## config.mk

```make
export PLATFORM = sky130hd
export DESIGN_NAME = irq_holdoff_ctrl
export DESIGN_NICKNAME = d
export VERILOG_FILES = /design/src/rtl/irq_holdoff_pkg.sv /design/src/rtl/irq_holdoff_tick.sv /design/src/rtl/irq_holdoff_timer.sv /design/src/rtl/irq_holdoff_regs.sv /design/src/rtl/irq_holdoff_ctrl.sv
export SDC_FILE = /design/constraint.sdc
export NUM_CORES = 1
export LEC_CHECK = 0
export ABC_AREA = 1
export BUFFER_PORTS_ARGS = -buffer_cell sky130_fd_sc_hd__clkbuf_2
export CORE_MARGIN = 2
export CORE_UTILIZATION = 52
export CTS_BUF_LIST = sky130_fd_sc_hd__clkbuf_4
export DETAILED_ROUTE_END_ITERATION = 8
export PLACE_DENSITY = 0.87
export REMOVE_ABC_BUFFERS = 1
export SYNTH_ARGS = -nofsm -noshare
export SYNTH_HDL_FRONTEND = slang
export SYNTH_SLANG_ARGS = --single-unit
```

## constraint.sdc

```tcl
create_clock -name clk -period 2.7 [get_ports clk]
set_clock_uncertainty 0.2 [all_clocks]
set_input_delay 0.135 -clock clk [delete_from_list [all_inputs] [get_ports clk]]
set_output_delay 0.135 -clock clk [all_outputs]
set_load 0.02 [all_outputs]
```

## src/rtl/irq_holdoff_pkg.sv

```systemverilog
package irq_holdoff_pkg;
  localparam int CFG_W    = 32;
  localparam int LEN_W    = 8;
  localparam int LEN_LSB  = 24;
  localparam int RST_BIT  = 14;
  localparam int HOLD_BIT = 13;
  localparam int ANY_BIT  = 12;
  localparam int TICK_HZ  = 100_000;

  function automatic logic [CFG_W-1:0] pack_cfg(input logic [LEN_W-1:0] len,
                                                 input logic hold,
                                                 input logic any_src);
    logic [CFG_W-1:0] w;
    w = '0;
    w[LEN_LSB +: LEN_W] = len;
    w[HOLD_BIT] = hold;
    w[ANY_BIT] = any_src;
    return w;
  endfunction
endpackage

```

## src/rtl/irq_holdoff_tick.sv

```systemverilog
module irq_holdoff_tick #(
  parameter int CLK_HZ = 125_000_000
) (
  input  logic clk,
  input  logic rst,
  output logic tick
);
  import irq_holdoff_pkg::*;
  localparam int TPC   = (CLK_HZ / TICK_HZ) > 0 ? (CLK_HZ / TICK_HZ) : 1;
  localparam int PRE_W = (TPC > 1) ? $clog2(TPC) : 1;

  logic [PRE_W-1:0] pre_cnt;

  generate
    if (TPC > 1) begin : g_div
      assign tick = (pre_cnt == PRE_W'(TPC - 1));
      always_ff @(posedge clk) begin
        if (rst || tick) pre_cnt <= '0;
        else             pre_cnt <= pre_cnt + 1'b1;
      end
      AST_TICK_SPACING: assert property (@(posedge clk) disable iff (rst)
        tick |=> !tick);
    end else begin : g_nodiv
      assign tick = 1'b1;
      always_ff @(posedge clk) pre_cnt <= '0;
    end
  endgenerate
endmodule

```

## src/rtl/irq_holdoff_timer.sv

```systemverilog
module irq_holdoff_timer #(
  parameter int LEN_W = 8
) (
  input  logic             clk,
  input  logic             rst,
  input  logic             tick,
  input  logic             cancel,
  input  logic             restart,
  input  logic [LEN_W-1:0] restart_len,
  input  logic             start,
  input  logic [LEN_W-1:0] cur_len,
  output logic             active
);
  logic [LEN_W-1:0] cnt;

  assign active = (cnt != '0);

  always_ff @(posedge clk) begin
    if (rst)                 cnt <= '0;
    else if (cancel)         cnt <= '0;
    else if (restart)        cnt <= restart_len;
    else if (start)          cnt <= cur_len;
    else if (tick && active) cnt <= cnt - 1'b1;
  end

  AST_TICK_DEC: assert property (@(posedge clk) disable iff (rst)
    (active && tick && !cancel && !restart) |=> (cnt == $past(cnt) - 1'b1));
  AST_CANCEL_REL: assert property (@(posedge clk) disable iff (rst)
    cancel |=> !active);
  AST_RESTART_LD: assert property (@(posedge clk) disable iff (rst)
    (restart && !cancel) |=> (cnt == $past(restart_len)));
endmodule

```

## src/rtl/irq_holdoff_regs.sv

```systemverilog
module irq_holdoff_regs #(
  parameter int ADDR_W   = 8,
  parameter int CFG_ADDR = 21
) (
  input  logic              clk,
  input  logic              rst,
  input  logic [ADDR_W-1:0] reg_addr,
  input  logic              reg_wr,
  input  logic [31:0]       reg_wdata,
  input  logic              hold_active,
  input  logic              any_src,
  output logic [7:0]        len_q,
  output logic              wr_cancel,
  output logic              wr_restart,
  output logic [7:0]        wr_len,
  output logic [31:0]       reg_rdata
);
  import irq_holdoff_pkg::*;

  logic hit;
  assign hit        = (reg_addr == ADDR_W'(CFG_ADDR));
  assign wr_len     = reg_wdata[LEN_LSB +: LEN_W];
  assign wr_cancel  = hit && reg_wr && (wr_len == '0);
  assign wr_restart = hit && reg_wr && reg_wdata[RST_BIT];

  always_ff @(posedge clk) begin
    if (rst) begin
      len_q     <= '0;
      reg_rdata <= '0;
    end else begin
      if (hit && reg_wr) len_q <= wr_len;
      reg_rdata <= hit ? pack_cfg(len_q, hold_active, any_src) : '0;
    end
  end

  AST_LEN_WRITE: assert property (@(posedge clk) disable iff (rst)
    (hit && reg_wr) |=> (len_q == $past(wr_len)));
  AST_OFFADDR_QUIET: assert property (@(posedge clk) disable iff (rst)
    !$past(hit) |-> (reg_rdata == '0));
endmodule

```

## src/rtl/irq_holdoff_ctrl.sv

```systemverilog
module irq_holdoff_ctrl #(
  parameter int CLK_HZ   = 125_000_000,
  parameter int NSRC     = 8,
  parameter int ADDR_W   = 8,
  parameter int CFG_ADDR = 21
) (
  input  logic              clk,
  input  logic              rst,
  input  logic [NSRC-1:0]   src_active,
  input  logic [NSRC-1:0]   src_enable,
  input  logic              irq_master_en,
  input  logic              pm_irq,
  input  logic [ADDR_W-1:0] reg_addr,
  input  logic              reg_wr,
  input  logic [31:0]       reg_wdata,
  output logic [31:0]       reg_rdata,
  output logic              irq_pin
);
  import irq_holdoff_pkg::*;

  logic             tick;
  logic             any_src;
  logic             hold_active;
  logic [LEN_W-1:0] len_q;
  logic [LEN_W-1:0] wr_len;
  logic             wr_cancel;
  logic             wr_restart;
  logic             gated_q;
  logic             gated_nx;
  logic             start;

  assign any_src  = |(src_active & src_enable);
  assign gated_nx = any_src && irq_master_en && !hold_active;
  assign start    = gated_q && !gated_nx && !hold_active;

  irq_holdoff_tick #(.CLK_HZ(CLK_HZ)) u_tick (
    .clk (clk),
    .rst (rst),
    .tick(tick)
  );

  irq_holdoff_timer #(.LEN_W(LEN_W)) u_timer (
    .clk        (clk),
    .rst        (rst),
    .tick       (tick),
    .cancel     (wr_cancel),
    .restart    (wr_restart),
    .restart_len(wr_len),
    .start      (start),
    .cur_len    (len_q),
    .active     (hold_active)
  );

  irq_holdoff_regs #(.ADDR_W(ADDR_W), .CFG_ADDR(CFG_ADDR)) u_regs (
    .clk        (clk),
    .rst        (rst),
    .reg_addr   (reg_addr),
    .reg_wr     (reg_wr),
    .reg_wdata  (reg_wdata),
    .hold_active(hold_active),
    .any_src    (any_src),
    .len_q      (len_q),
    .wr_cancel  (wr_cancel),
    .wr_restart (wr_restart),
    .wr_len     (wr_len),
    .reg_rdata  (reg_rdata)
  );

  always_ff @(posedge clk) begin
    if (rst) begin
      gated_q <= 1'b0;
      irq_pin <= 1'b0;
    end else begin
      gated_q <= gated_nx;
      irq_pin <= pm_irq || gated_nx;
    end
  end

  AST_HOLD_MUTES: assert property (@(posedge clk) disable iff (rst)
    ($past(hold_active) && !$past(pm_irq)) |-> !irq_pin);
  AST_PM_BYPASS: assert property (@(posedge clk) disable iff (rst)
    $past(pm_irq) |-> irq_pin);
  AST_NO_SPURIOUS: assert property (@(posedge clk) disable iff (rst)
    (!$past(pm_irq) && !$past(any_src)) |-> !irq_pin);
endmodule

```

==> flow_summary.json <==
{
  "grt_max_degree": 15,
  "postLayoutCellArea_um2": 2500,
  "yosysWarnings": 0,
  "clock_latency_ns": 0.35,
  "h-tree-depth": 2,
  "cp.buffers_inverters": 3,
  "final_common_cell": "nand2_1",
  "final_cell_mix": "51 x nand2_1, 48 x clkbuf_2, 40 x nor2_1",
  "drtIter0Drc": 113,
  "synth_edf_count": 0,
  "whs_path_depth": 5,
  "path_cells": "dlygate4sd3_1, clkbuf_2, nand2_1, dlygate4sd3_1, nand2_1, nor2_2, nand2_1, nand2_2, nand2_4, nand3_4, nand2_1, a21oi_1, nor2_1",
  "antenna_found_initial": 0,
  "drv_cap": 0,
  "fin_crit_sh_pct": 87.9,
  "start_util_pct": 53.2,
  "fillers": 329,
  "stdcell_count": 409,
  "hold_end": "gated_q$_SDFF_PP0_",
  "p_sw_share_pct": 44.3,
  "wl_per_cell_um": 10.8,
  "totalPowerFinal_mw": 2.15,
  "timing_worst_setup_path_type": "in2reg",
  "detail-route-antenna-nets": 0,
  "fin_util_pct": 63.4,
  "hold_viol_final": 0,
  "die_y_um": 67.5,
  "slew_viol_final": 0,
  "p_clk_share_pct": 14.3,
  "gr-total-overflow": 0,
  "cpMostUsedCell": "nand2_1",
  "layout-drive-gt1-share_pct": 20.3,
  "timing.final.setup_violations": 0,
  "rsz0062_at_grt": "no",
  "core-area_um2": 3940,
  "syn_inst": 293,
  "syn_area_um2": 2100,
  "async_flop_share_pct": 0,
  "viasPerCell": 4.91,
  "clkTransAtPathRegs_ns": 0.11,
  "dp.cells": 386,
  "cp_slowest_cell": "dlygate4sd3_1",
  "io_buffers": 48,
  "numCtsBuffers": 5,
  "syn_area_per_cell_um2": 7.16,
  "die_width_um": 67.5,
  "root_buffer": "clkbuf_4",
  "vias": 2009,
  "reg2reg_from": "u_timer.cnt[0]$_SDFFE_PP0P_",
  "grt.total_usage_pct": 21.3,
  "ys_ff_latch": 39,
  "hold_path_class": "in2reg",
  "detailed_place_hpwl_mm": 3.18,
  "comb_power_share_pct": 52.2,
  "gp_congestion": 0.883,
  "outcome": "completed",
  "drc": 0,
  "crit_path_end_kind": "flip-flop",
  "crit_fanout": 14,
  "cts_sinks": 39,
  "p_switching_mw": 0.950,
  "place_ws_ns": 0.610,
  "fmax_mhz": 421,
  "synth_top_flop_cell": "dfxtp_1",
  "fin_crit_ns": 2.37,
  "reg2reg_slack_ns": 0.59,
  "crit_start": "src_enable[1]",
  "grt_pass1_vias": 1819,
  "crit_cells": 13,
  "ioPinCount": 94,
  "power.internal_mw": 1.20,
  "drtPass1Iterations": 5,
  "crit_family": "buffers and inverters",
  "pwr_density_cell_nw_per_um2": 859,
  "hold_slack_ns": 0.0111,
  "leakagePower_nw": 1.20,
  "cp.required_ns": 2.74,
  "ys_types": 35,
  "startpoint_type": "input port",
  "reg2reg_depth": 9,
  "grt_pass1_wl_mm": 7.42,
  "cpPeakStageDelay_ns": 0.55,
  "seqPwrFrac_pct": 33.4,
  "peakVddDrop_uv": 417,
  "cts_tree": "built",
  "rr_endpoint": "u_timer.cnt[1]$_SDFFE_PP0P_",
  "antennaDiodeCount": 0,
  "routed_wl_mm": 4.42,
  "synth.yosys.seq_area_share_pct": 37.2,
  "fin_tns_setup_ns": 0,
  "area_delta_synth_final_pct": 19.1,
  "dieArea_um2": 4560,
  "setup_ws_ns": 0.327,
  "min_from": "irq_master_en",
  "post-cts-setup-buffers": 0,
  "place_area_um2": 2290,
  "nNetsFinal": 423,
  "crit_arrival_ns": 2.41,
  "num_rows": 23,
  "cts.path.max_buffers": 2
}
## power by group through the flow
stage	Clock [mW]	Sequential (mW)	Combinational, mW
global route	0.339	0.724	1.24
detailed placement	0	0.726	1.08
CTS	0.314	0.714	1.11
floorplan	0	0.720	0.884
finish	0.308	0.718	1.12
global placement	0	0.723	1.07
## layout make-up
| type | instances | area, µm² | area share [%] |
|---|---|---|---|
| clock buffers | 7 | 52.6 | 2.10 |
| multi-input cells | 211 | 1060 | 42.3 |
| flip-flops and latches | 39 | 781 | 31.2 |
| repair buffers | 64 | 398 | 15.9 |
| well taps | 50 | 62.6 | 2.50 |
| clock inverters | 1 | 5.00 | 0.200 |
| inverters | 37 | 144 | 5.76 |
## synthesized netlist by cell type, types with 2 or more instances
library cell	n	area share (%)
a21oi_1	20	4.8
a31oi_1	2	0.60
buf_4	22	7.9
buf_6	2	1.1
clkbuf_1	3	0.54
dfxtp_1	39	37
ha_1	4	2.4
inv_1	35	6.3
nand2_1	51	9.1
nand2_2	2	0.60
nand3_1	8	1.9
nand3_2	2	0.95
nand4_1	6	1.8
nor2_1	41	7.3
nor2_4	2	1.1
nor3_1	4	0.95
nor4_1	2	0.60
o21a_1	2	0.72
o21ai_0	18	4.3
o21ai_1	6	1.4
or2_2	2	0.60
xor2_1	7	2.9
## kinds of logic after synthesis
family / synth area share, %
AOI/OAI and AO/OA: 12.9
and+or+nand+nor: 28.0
DFF: 37.2
xor gates and xnor gates: 2.92
buffers and inverters: 16.3
other: 0.179
adders and majority gates: 2.39
## worst register-to-register path, stage by stage (launching register included)
cell	delay, ns
dfxtp_1	0.37
inv_1	0.09
ha_1	0.21
nand2_1	0.08
nor3_2	0.21
nand2_2	0.17
nand2_4	0.20
nand3_4	0.19
o21ai_0	0.22
nor2_1	0.06
## state kept, by name (all words and copies together), names as in the netlist
signal,cells
u_timer.cnt,8
u_regs.reg_rdata,10
gated_q,1
u_tick.pre_cnt,11
u_regs.len_q,8
irq_pin,1
## metal layers
metal	vias to the layer above	global-route usage [%]	wire, µm
li1	1023	-	-
met1	906	23.4	1880
met2	66	38.7	2170
met3	14	5.67	244
met4	0	8.16	124
met5	-	0	0
## what timing repair did
action | in CTS | in global routing
gates resized for setup | 0 | 1
hold buffers | 16 | 0
setup endpoints to repair | 0 | 1
endpoints found under the hold margin | 17 | 0
## worst max-delay path by stage
| stage | endpoint |
|---|---|
| after detailed placement | u_timer.cnt[1]$_SDFFE_PP0P_ |
| final | u_timer.cnt[3]$_SDFFE_PP0P_ |
| after global placement | u_timer.cnt[6]$_SDFFE_PP0P_ |
| after CTS | u_regs.reg_rdata[12]$_SDFF_PP0_ |
| after floorplan | u_timer.cnt[6]$_SDFFE_PP0P_ |
| after global routing | u_timer.cnt[3]$_SDFFE_PP0P_ |
(Power assumes the default switching activity.)
